$ cat src/rtl/cpg_pkg.sv
package cpg_pkg;

    localparam int CODE_W    = 4;
    localparam int CODE_LAST = 11;

    typedef struct packed {
        logic inv;
        logic hold;
        logic fsrc;
        logic fsnk;
        logic mid;
        logic wide;
        logic chi_en;
        logic clo_en;
    } cp_ctl_t;

    typedef struct packed {
        logic up;
        logic dn;
    } pulse_t;

    function automatic logic code_usable(input logic [CODE_W-1:0] c);
        return (int'(c) <= CODE_LAST);
    endfunction

endpackage

$ cat src/rtl/cpg_pfd_core.sv
module cpg_pfd_core
    import cpg_pkg::*;
#(
    parameter int WIDE_EXTRA = 3
) (
    input  logic   clk,
    input  logic   rst,
    input  logic   ref_in,
    input  logic   fb_in,
    input  logic   hold,
    input  logic   wide,
    output pulse_t pls
);
    localparam int CNT_W = (WIDE_EXTRA < 1) ? 1 : $clog2(WIDE_EXTRA + 1);

    logic             ref_d, fb_d;
    logic             up_q, dn_q;
    logic [CNT_W-1:0] cnt_q;
    logic             both, release_c;

    always_comb begin
        both      = up_q & dn_q;
        release_c = both && (!wide || cnt_q == CNT_W'(WIDE_EXTRA));
    end

    always_ff @(posedge clk) begin
        if (rst) begin
            ref_d <= 1'b0;
            fb_d  <= 1'b0;
            up_q  <= 1'b0;
            dn_q  <= 1'b0;
            cnt_q <= '0;
        end else begin
            ref_d <= ref_in;
            fb_d  <= fb_in;
            if (hold || release_c) begin
                up_q  <= 1'b0;
                dn_q  <= 1'b0;
                cnt_q <= '0;
            end else begin
                up_q <= up_q | (ref_in & ~ref_d);
                dn_q <= dn_q | (fb_in & ~fb_d);
                if (both) cnt_q <= cnt_q + 1'b1;
            end
        end
    end

    assign pls = '{up: up_q, dn: dn_q};

    // hold leaves no pulse behind
    assert_hold_clears_R6: assert property (@(posedge clk) disable iff (rst)
        hold |=> (!up_q && !dn_q));

    // narrow mode clears the overlap after one cycle
    assert_narrow_clear_R3: assert property (@(posedge clk) disable iff (rst)
        (up_q && dn_q && !wide) |=> (!up_q && !dn_q));

endmodule

$ cat src/rtl/cpg_rail_sync.sv
module cpg_rail_sync #(
    parameter int STAGES = 2,
    parameter int N      = 2
) (
    input  logic         clk,
    input  logic         rst,
    input  logic [N-1:0] d,
    output logic [N-1:0] q
);
    for (genvar b = 0; b < N; b++) begin : g_bit
        logic [STAGES-1:0] sh;
        always_ff @(posedge clk) begin
            if (rst) sh <= '0;
            else     sh <= {sh[STAGES-2:0], d[b]};
        end
        assign q[b] = sh[STAGES-1];
    end
endmodule

$ cat src/rtl/cpg_gate.sv
module cpg_gate
    import cpg_pkg::*;
(
    input  pulse_t  pls,
    input  cp_ctl_t ctl,
    input  logic    hi_s,
    input  logic    lo_s,
    output logic    src_en,
    output logic    snk_en,
    output logic    flag_hi,
    output logic    flag_lo,
    output logic    mid_en
);
    logic src_raw, snk_raw;

    always_comb begin
        if (ctl.fsrc || ctl.fsnk) begin
            src_raw = ctl.fsrc & ~ctl.fsnk;
            snk_raw = ctl.fsnk & ~ctl.fsrc;
        end else if (ctl.inv) begin
            src_raw = pls.dn;
            snk_raw = pls.up;
        end else begin
            src_raw = pls.up;
            snk_raw = pls.dn;
        end
        flag_hi = ctl.chi_en & hi_s;
        flag_lo = ctl.clo_en & lo_s;
        src_en  = src_raw & ~flag_hi;
        snk_en  = snk_raw & ~flag_lo;
        mid_en  = ctl.mid;
    end
endmodule

$ cat src/rtl/cpg_pfd_ctrl.sv
module cpg_pfd_ctrl
    import cpg_pkg::*;
#(
    parameter int WIDE_EXTRA  = 3,
    parameter int SYNC_STAGES = 2
) (
    input  logic              clk,
    input  logic              rst,
    input  logic              ref_clk_in,
    input  logic              fb_clk_in,
    input  logic              inv_phase,
    input  logic              pfd_hold,
    input  logic              force_src,
    input  logic              force_snk,
    input  logic              mid_bias,
    input  logic              wide_pulse,
    input  logic              clamp_hi_en,
    input  logic              clamp_lo_en,
    input  logic [CODE_W-1:0] icode,
    input  logic              rail_hi_cmp,
    input  logic              rail_lo_cmp,
    output logic              src_en,
    output logic              snk_en,
    output logic              mid_en,
    output logic [CODE_W-1:0] icode_q,
    output logic              icode_ok,
    output logic              flag_hi,
    output logic              flag_lo
);
    cp_ctl_t    ctl;
    pulse_t     pls;
    logic [1:0] rail_s;

    assign ctl = '{inv: inv_phase, hold: pfd_hold, fsrc: force_src,
                   fsnk: force_snk, mid: mid_bias, wide: wide_pulse,
                   chi_en: clamp_hi_en, clo_en: clamp_lo_en};

    cpg_pfd_core #(.WIDE_EXTRA(WIDE_EXTRA)) i_core (
        .clk(clk), .rst(rst), .ref_in(ref_clk_in), .fb_in(fb_clk_in),
        .hold(pfd_hold), .wide(wide_pulse), .pls(pls)
    );

    cpg_rail_sync #(.STAGES(SYNC_STAGES), .N(2)) i_sync (
        .clk(clk), .rst(rst), .d({rail_hi_cmp, rail_lo_cmp}), .q(rail_s)
    );

    cpg_gate i_gate (
        .pls(pls), .ctl(ctl), .hi_s(rail_s[1]), .lo_s(rail_s[0]),
        .src_en(src_en), .snk_en(snk_en), .flag_hi(flag_hi),
        .flag_lo(flag_lo), .mid_en(mid_en)
    );

    always_ff @(posedge clk) begin
        if (rst) icode_q <= '0;
        else     icode_q <= icode;
    end

    assign icode_ok = code_usable(icode_q);

    assert_hi_blocks_src_R8: assert property (@(posedge clk) disable iff (rst)
        flag_hi |-> !src_en);

    assert_lo_blocks_snk_R9: assert property (@(posedge clk) disable iff (rst)
        flag_lo |-> !snk_en);

    assert_force_both_off_R7: assert property (@(posedge clk) disable iff (rst)
        (force_src && force_snk) |-> (!src_en && !snk_en));

    assert_code_capture_R11: assert property (@(posedge clk) disable iff (rst)
        !$past(rst) |-> icode_q == $past(icode));

    assert_clamp_off_R9: assert property (@(posedge clk) disable iff (rst)
        !clamp_lo_en |-> !flag_lo);

endmodule

$ cat config.mk
export PLATFORM = sky130hd
export DESIGN_NAME = cpg_pfd_ctrl
export DESIGN_NICKNAME = d
export VERILOG_FILES = /design/src/rtl/cpg_pkg.sv /design/src/rtl/cpg_pfd_core.sv /design/src/rtl/cpg_rail_sync.sv /design/src/rtl/cpg_gate.sv /design/src/rtl/cpg_pfd_ctrl.sv
export SDC_FILE = /design/constraint.sdc
export NUM_CORES = 1
export LEC_CHECK = 0
export BUFFER_PORTS_ARGS = -buffer_cell sky130_fd_sc_hd__buf_4
export CAP_MARGIN = 5
export CELL_PAD_IN_SITES_DETAIL_PLACEMENT = 1
export CELL_PAD_IN_SITES_GLOBAL_PLACEMENT = 1
export CORE_MARGIN = 2
export CORE_UTILIZATION = 25
export DETAILED_ROUTE_END_ITERATION = 8
export PLACE_DENSITY = 0.6
export SLEW_MARGIN = 5
export SYNTH_ARGS = -nofsm -noshare
export SYNTH_HDL_FRONTEND = slang
export SYNTH_HIERARCHICAL = 1
export SYNTH_SLANG_ARGS = --single-unit
export TNS_END_PERCENT = 100
$ cat constraint.sdc
create_clock -name clk -period 2.1 [get_ports clk]
set_input_delay 0 -clock clk [delete_from_list [all_inputs] [get_ports clk]]
set_output_delay 0 -clock clk [all_outputs]
set_load 0.03 [all_outputs]
Yosys cells after proc, flatten, opt, wreduce, memory -nomap -nowiden
Cells that the tools add are included.
{"block": "classes", "n_bitwise": 17, "reduce_logical": 6, "n_eq_ne": 1, "n_mux": 4, "order_cmp": 1, "n_addsub": 1}
{"op": "$and 1x1->1", "n": 9}
{"op": "$not 1->1", "n": 6}
{"op": "$le 4x4->1 const B", "n": 1}
{"op": "$mux 1", "n": 4}
{"op": "$logic_or 1x1->1", "n": 3}
{"op": "$add 2x1->2 const B", "n": 1}
{"op": "$eq 2x2->1 const B", "n": 1}
{"op": "$or 1x1->1", "n": 2}
{"op": "$reduce_or 2->1", "n": 1}
{"op": "$logic_and 1x1->1", "n": 1}
{"op": "$logic_not 1->1", "n": 1}
{"block": "word_totals", "inputBits": 18, "ff_bits": 14, "output_inout_bits": 10}

Depth between registers and ports, before layout
Gate-level depths: netlist of run 1.
{"block": "logic_depth", "depth_word": 5, "ltp_mapped": 3}

Modules after synthesis
Netlist of run 1, hierarchy kept.
{"module": "cpg_pfd_core", "instances": 1, "cells_each": 26, "area_per_inst_um2": 281.5, "seq_area_each_um2": 120.1}
{"module": "cpg_rail_sync", "instances": 1, "cells_each": 10, "area_per_inst_um2": 120.1, "seq_area_each_um2": 80.1}
{"module": "cpg_pfd_ctrl", "instances": 1, "cells_each": 9, "area_per_inst_um2": 108.9, "seq_area_each_um2": 80.1}
{"module": "cpg_gate", "instances": 1, "cells_each": 9, "area_per_inst_um2": 72.6, "seq_area_each_um2": 0.0}

Worst setup path after synthesis of run 1
Ideal clock, no wire load.
{"block": "synth_timing", "kind": "flip-flop to output port", "startpoint": "reg i_sync.g_bit[0].sh[1]", "endpoint": "out snk_en", "setup_slack_ns": 0.937, "t_required_ns": 2.100, "stages_incl_launch_ff": 4, "arrival_ns": 1.163, "cell_sequence": "dfxtp_1 > buf_4 > and2_1 > a211oi_2"}
{"block": "synth_between", "elab_chain_cells": 3}
{"element": "from (decl)", "line_no": "cpg_rail_sync.sv:11", "source": "logic [STAGES-1:0] sh;"}
{"element": "from (signal assigned)", "line_no": "cpg_rail_sync.sv:14", "source": "else sh <= {sh[STAGES-2:0], d[b]};"}
{"element": "$and 1x1->1", "line_no": "cpg_gate.sv:28", "source": "flag_lo = ctl.clo_en & lo_s;"}
{"element": "via flag_lo", "line_no": "cpg_pfd_ctrl.sv:28", "source": "output logic flag_lo"}
{"element": "$not 1->1", "line_no": "cpg_gate.sv:30", "source": "snk_en = snk_raw & ~flag_lo;"}
{"element": "$and 1x1->1", "line_no": "cpg_gate.sv:30"}
{"element": "to (decl)", "line_no": "cpg_pfd_ctrl.sv:23", "source": "output logic snk_en,"}
The timed path passes the listed nets, and every way through them passes these cells.

Final worst setup path of run 1
{"block": "layout_timing", "startpoint": "reg i_core.up_q", "endpoint": "out src_en"}
{"block": "layout_between", "elab_chain_cells": 3}
{"element": "from (decl)", "line_no": "cpg_pfd_core.sv:17", "source": "logic up_q, dn_q;"}
{"element": "from (signal assigned)", "line_no": "cpg_pfd_core.sv:41", "source": "up_q <= up_q | (ref_in & ~ref_d);"}
{"element": "$mux 1", "line_no": "cpg_gate.sv:20", "source": "end else if (ctl.inv) begin"}
{"element": "$mux 1", "line_no": "cpg_gate.sv:17", "source": "if (ctl.fsrc || ctl.fsnk) begin"}
{"element": "$and 1x1->1", "line_no": "cpg_gate.sv:29", "source": "src_en = src_raw & ~flag_hi;"}
{"element": "to (decl)", "line_no": "cpg_pfd_ctrl.sv:22", "source": "output logic src_en,"}
No other way between the ends.

==> results of run 1 <==
-- through the flow --
step	hold WS (ns)	setup WS, ns
after floorplan	0.0598	0.937
after global placement	0.000354	1.01
after detailed placement	0.000354	0.964
after CTS	0.000354	0.742
after global routing	0.0000657	0.680
final	0.0000132	0.786
-- cell usage in the layout, fill, tap and decap left out, types with 2 or more instances in the layout --
cell	instances
mux2i_1	2
a211oi_2	2
inv_1	4
nor2b_1	10
dlygate4sd3_1	17
nand2b_1	3
and2_1	2
clkbuf_4	3
a221oi_1	2
buf_4	25
a221oi_2	2
dfxtp_1	14
-- power by group through the flow --
stage          clock network [uW]  registers, uW  logic [uW]
6_report                      193            283         104
5_1_grt                       214            285         113
4_1_cts                       205            283         104
3_5_place_dp                    0            289        80.2
3_3_place_gp                    0            289        78.9
2_1_floorplan                   0            296        37.6
-- flip-flops by register name, indices dropped and copies added, names as in the netlist --
name / cells
i_core/ref_d: 1
i_core/dn_q: 1
i_core/cnt_q: 2
icode_q: 4
i_core/fb_d: 1
i_core/up_q: 1
i_sync/g_bit.sh: 4
-- how the worst max path moves through the flow --
stage	startpoint	endpoint	slack (ns)	cells after the start
global placement	i_core/cnt_q[0]$_SDFFE_PP0P_	i_core/up_q$_SDFF_PP0_	1.01	3
global route	i_core/dn_q$_SDFF_PP0_	src_en	0.68	3
CTS	i_core/dn_q$_SDFF_PP0_	src_en	0.74	3
detailed placement	i_core/cnt_q[0]$_SDFFE_PP0P_	i_core/up_q$_SDFF_PP0_	0.96	3
finish	i_core/up_q$_SDFF_PP0_	src_en	0.79	3
floorplan	i_sync/g_bit[0].sh[1]$_SDFF_PP0_	snk_en	0.94	3
-- cell type report --
cell class | count | area, um^2
fillers | 258 | 1240
well taps | 28 | 35.0
clock buffers | 4 | 36.3
repair buffers | 42 | 358
multi-input cells | 31 | 250
inverters | 4 | 15.0
flip-flops and latches | 14 | 280
-- cell families (layout without fill, tap and decap cells) --
| logic type | after synthesis | in the layout |
|---|---|---|
| buffers and inverters | 9 | 50 |
| muxes | 2 | 2 |
| AOI/OAI and AO/OA | 8 | 8 |
| adders and majority gates | 1 | 1 |
| DFF | 14 | 14 |
| and+or+nand+nor | 20 | 20 |
-- worst max-delay path: stages (launching register included) --
cell      delay (ns)
dfxtp_1         0.48
mux2i_1         0.14
a211oi_2        0.23
buf_4           0.19
-- per-layer routing --
layer  up-vias  GRT usage, %  part of all wire (%)
met4         0          1.28                     0
met1       225          13.3                    43
met3         0          4.29                   8.3
li1        259             -                     -
met2        19          17.9                    48
met5         -             0                     0
-- what timing repair did --
| action | CTS | global route |
|---|---|---|
| hold buffers | 17 | 0 |
| endpoints found under the hold margin | 11 | 0 |
| buffers inserted | 0 | 0 |
==> metrics, run 1 <==
# diodes=0; Clk pwr share=33.3%; CTS Buffer Depth=2; overall routed net length=1270 um; clk sink count=14; Worst-path clk slew=0.08 ns; VDD IR max=0.514 mV; num rows=17; post-DP HPWL=843 um; Die Span X=52.3 um; critical path class=reg2out; Ys Warns=6; Leak Pwr=0.000441 uW; CP Capture Type=primary output; syn_area_per_cell=10.8 um^2; RSZ-0062 raised after global routing=no; syn_nets=73; Die ar.=2730 um^2; I/O pins=28; Yosys cell types=18; Adder-Cell Fraction of Synth Area=2.15%; H-Tree Depth=1; share of cells above drive strength 1=36.8%; Least-Margin Pin Slew=0.268 ns; sequential power share=48.9%; Yosys top cell by area=dfxtp_1; Hold Path Class=in2out; fin crit share=62.6%; Final Critical Period=1.31 ns; total negative slack=0 ns; hold_sp=mid_bias; Switching Power=136 uW; hold worst-path end=mid_en; Post-Place Cell Area=768 um^2; Pwr Density=595 nW/um^2; ys flop type=dfxtp_1; GRT overflow=0; number of buffers added on ports=25; Core Area=2210 um^2; most instantiated library cell after synthesis=dfxtp_1; Final Setup Violations=0; post-synth top area share=48.1%; Initial Util=26.4%; Post-synth EDFFs=0; Num CTS Buffers=3; cell area after layout=975 um^2; Pint=444 uW; xor-xnor portion of the synthesized cell area=0%; Crit path required time=2.10 ns; Die Y=52.3 um; crit path launch type=register; Max Fclk=761 MHz; antenna violations before repair=0; Skew-Pair Late Insertion Delay=0.27 ns; RR Endpoint=i_core/up_q$_SDFF_PP0_; Compound-Gate Fraction of Synth Area=15.9%; status=complete, no violations; Vias=503; Comb pwr share=17.9%; PnR Total Power=580 uW; Async S/R FF share, synth=0%; placed cells=102; Yosys reg bits=14; CTS tree=yes; hold path depth=0; Final GP Congestion=0.705; CP Max Fanout=8; worst r2r src=i_core/cnt_q[0]$_SDFFE_PP0P_; MaxCap Viol Count=0; switch share=23.4%; top cells by area, synth=dfxtp_1 (48%), nor2b_1 (11%), buf_4 (6.4%); Synth Instances=54; final core occ=44.1%; Slew HR=82.1%; number of DRC markers in iteration 0=0; Finished Layout Cells=123; mux cell area share after synthesis=3.43%; number of gates resized after CTS=0; global-route wire length before repair=2240 um; Seq/Total Area, Yosys=48.1%; Detailed Routing Iterations Pass 1=1; Layout Area Growth over Synthesis=67.2%; Final Skew=0.000294 ns; Fin. Hold Viols=0; vias in the first global route=540; root cell of the clock tree=clkbuf_4; WL per Instance=10.3 um; Synth Area in Simple Gates=21.5%; Tot GR Track Use=10.7%; Worst EP arrival=1.31 ns; largest net degree at the start of global routing=12; Post-DRT Antenna Nets=0; FF-to-FF path depth=3; Layout Nets=115; Max Slew Vio Count=0; synth cell count leaders=dfxtp_1 (14), nor2b_1 (10), buf_4 (5), inv_1 (4), nand2b_1 (3); flop2flop setup slack=0.93 ns; Remaining DRCs=0; Via-to-Cell Ratio=4.09; largest family of logic cells by synthesized area=simple AND/OR/NAND/NOR gates; synthesized cell area=583 um^2
(Power assumes the default switching activity.)
==> run 2, diff against run 1 <==
ABC_AREA = 1   (was not set)
PLACE_DENSITY = 0.67   (was 0.6)
clock period = 1.1 ns   (was 2.1 ns; I/O delays follow)
==> run 2 against run 1 <==
Against the previous run: hold slack about the same; highest routed layer unchanged; final cell count increased by 22%; clock power increased by 90%; non-clock buffer count decreased by 3; critical path type unchanged; wire length increased by 15%.
==> metrics, run 2 <==
CTS Buffer Depth=2 (unchanged); Vias=579 (was 503); multi-input logic area=198 um^2 (was 250 um^2); root cell of the clock tree=clkbuf_4 (unchanged); syn_area_per_cell=7.00 um^2 (was 10.8 um^2); antenna violations before repair=0 (unchanged); Crit path required time=1.10 ns (was 2.10 ns); final-layout fill cell count=282 (was 258); Skew-Pair Late Insertion Delay=0.28 ns (was 0.27 ns); Layout Nets=142 (was 115); CP Capture Type=primary output (unchanged); Max Slew Vio Count=0 (unchanged); PnR Total Power=1100 uW (was 580 uW); Die ar.=2760 um^2 (was 2730 um^2); status=complete, no violations (unchanged); total negative slack=0 ns (unchanged); RSZ-0062 raised after global routing=yes (was no); largest net degree at the start of global routing=9 (was 12); Die Y=52.5 um (was 52.3 um); post-DP HPWL=950 um (was 843 um); Leak Pwr=0.000516 uW (was 0.000441 uW); Largest regs=i_sync/g_bit.sh x4, icode_q x4, i_core/cnt_q x2 (unchanged); GRT overflow=0 (unchanged); ys flop type=dfxtp_1 (unchanged); overall routed net length=1460 um (was 1270 um); Fin. Hold Viols=0 (unchanged); Yosys reg bits=14 (unchanged); Final Setup Violations=0 (unchanged); global-route wire length before repair=2490 um (was 2240 um); Yosys cell types=11 (was 18); Final Critical Period=1.07 ns; Finished Layout Cells=150 (was 123); crit path launch type=register (unchanged); Switching Power=268 uW (was 136 uW); hold path depth=0 (unchanged); share of cells above drive strength 1=33.6% (was 36.8%); top cells by area, synth=dfxtp_1 (48%), nor2_1 (15%), inv_1 (12%) (was dfxtp_1 (48%), nor2b_1 (11%), buf_4 (6.4%)); Least-Margin Pin Slew=0.321 ns (was 0.268 ns); Final Skew=0.00525 ns (was 0.000294 ns); vias in the first global route=639 (was 540); post-synth top area share=47.7% (was 48.1%); Remaining DRCs=0 (unchanged); WHS=0.0000652 ns (was 0.0000132 ns); Slew HR=78.5% (was 82.1%); Seq/Total Area, Yosys=47.7% (was 48.1%); Hold Path Class=in2out (unchanged); VDD IR max=0.574 mV (was 0.514 mV); switch share=24.4% (was 23.4%); Post-DRT Antenna Nets=0 (unchanged); most instantiated library cell after synthesis=nor2_1 (was dfxtp_1); critical path class=reg2out (unchanged); WL per Instance=9.71 um (was 10.3 um); H-Tree Depth=1 (unchanged); Ys Warns=6 (unchanged); syn_nets=103 (was 73); Synth Instances=84 (was 54); I/O pins=28 (unchanged); Initial Util=26.6% (was 26.4%); num rows=17 (unchanged); Post-synth EDFFs=0 (unchanged); Worst EP arrival=1.07 ns (was 1.31 ns); Max Fclk=938 MHz; Worst-path clk slew=0.08 ns (about the same); register area=288 um^2 (was 280 um^2); sequential power share=48.7% (was 48.9%); fin crit share=96.9%; # diodes=0 (unchanged); Async S/R FF share, synth=0% (unchanged); number of DRC markers in iteration 0=4 (was 0); Pint=833 uW (was 444 uW); synth cell count leaders=nor2_1 (24), inv_1 (19), dfxtp_1 (14), nand2_1 (14), buf_4 (5) (was dfxtp_1 (14), nor2b_1 (10), buf_4 (5), inv_1 (4), nand2b_1 (3)); CP Max Fanout=5 (was 8); Layout Area Growth over Synthesis=62.3% (was 67.2%); Die Span X=52.5 um (was 52.3 um); clk sink count=14 (unchanged); Detailed Routing Iterations Pass 1=2 (was 1); final core occ=43.2% (was 44.1%); Num CTS Buffers=3 (unchanged); Pwr Density=1150 nW/um^2 (was 595 nW/um^2); synthesized cell area=588 um^2 (was 583 um^2); most frequent cells in the layout=buf_4 (27), nor2_1 (23), inv_1 (17) (was buf_4 (25), dlygate4sd3_1 (17), dfxtp_1 (14)); Tot GR Track Use=12.2% (was 10.7%); Clk pwr share=33.2% (was 33.3%); most common cell after layout, fill and taps aside=buf_4 (unchanged); Yosys top cell by area=dfxtp_1 (unchanged); Final GP Congestion=0.668 (was 0.705); MaxCap Viol Count=0 (unchanged); number of buffers added on ports=25 (unchanged); Comb pwr share=18.0% (was 17.9%); placed cells=132 (was 102); Via-to-Cell Ratio=3.86 (was 4.09); CTS tree=yes (unchanged); FF-to-FF path depth=5 (was 3); Core Area=2210 um^2 (unchanged)
## run 2: power by group through the flow
| stage | Combinational [uW] | Sequential, uW | Clock [uW] |
|---|---|---|---|
| finish | 199 | 537 | 366 |
| global route | 218 | 540 | 396 |
| CTS | 190 | 538 | 377 |
| detailed placement | 156 | 552 | 0 |
| global placement | 153 | 551 | 0 |
| floorplan | 74.1 | 565 | 0 |
## run 2: cell families (layout without fill, tap and decap cells)
| family | count (synthesis) | in the layout | synth area share, % |
|---|---|---|---|
| buffers and inverters | 25 | 63 | 19.1 |
| adder cells (fa/ha/maj) | 1 | 1 | 2.13 |
| AND/OR/NAND/NOR | 44 | 44 | 31.1 |
| flip-flops | 14 | 14 | 47.7 |
## run 2: layout make-up
cell class              count  share of cell area [%]
inverters                  20                    7.86
repair buffers             39                    33.8
clock buffers               4                    3.80
well taps                  28                    3.67
multi-input cells          45                    20.7
flip-flops and latches     14                    30.1
## run 2: through the flow
step           setup slack (ns)  area [um^2]
2_1_floorplan            0.0586          588
4_1_cts                 0.00692          937
6_report                 0.0343          955
3_3_place_gp              0.209          773
5_1_grt                 -0.0436          955
3_5_place_dp              0.167          773
## run 2: worst paths after layout
check / from / endpoint / slack [ns]
setup / recovery: i_core/dn_q$_SDFF_PP0_ / snk_en / 0.03
hold / removal: mid_bias / mid_en / 0.00007
setup reg to reg: i_core/cnt_q[0]$_SDFFE_PP0P_ / i_core/cnt_q[1]$_SDFFE_PP0P_ / 0.16
hold reg to reg: i_sync/g_bit[0].sh[0]$_SDFF_PP0_ / i_sync/g_bit[0].sh[1]$_SDFF_PP0_ / 0.41
## run 2: layer usage
layer	part of all wire, %	global-route usage [%]
met3	7.5	2.86
met4	0	5.13
met2	52	22.5
met5	0	0
met1	40	13.0
## run 2: timing repair
action	in CTS	in global routing
endpoints found under the hold margin	12	1
endpoints found under the setup margin	2	4
buffers inserted	0	3
hold buffers	12	1
gates cloned	0	0
gates resized for setup	4	3
pin swaps	0	3
## run 2: worst max-delay path: stages (launching register included)
cell     delay, ns
dfxtp_4       0.38
inv_2         0.04
nor2_2        0.08
nor2_1        0.04
nor2_1        0.09
buf_4         0.16
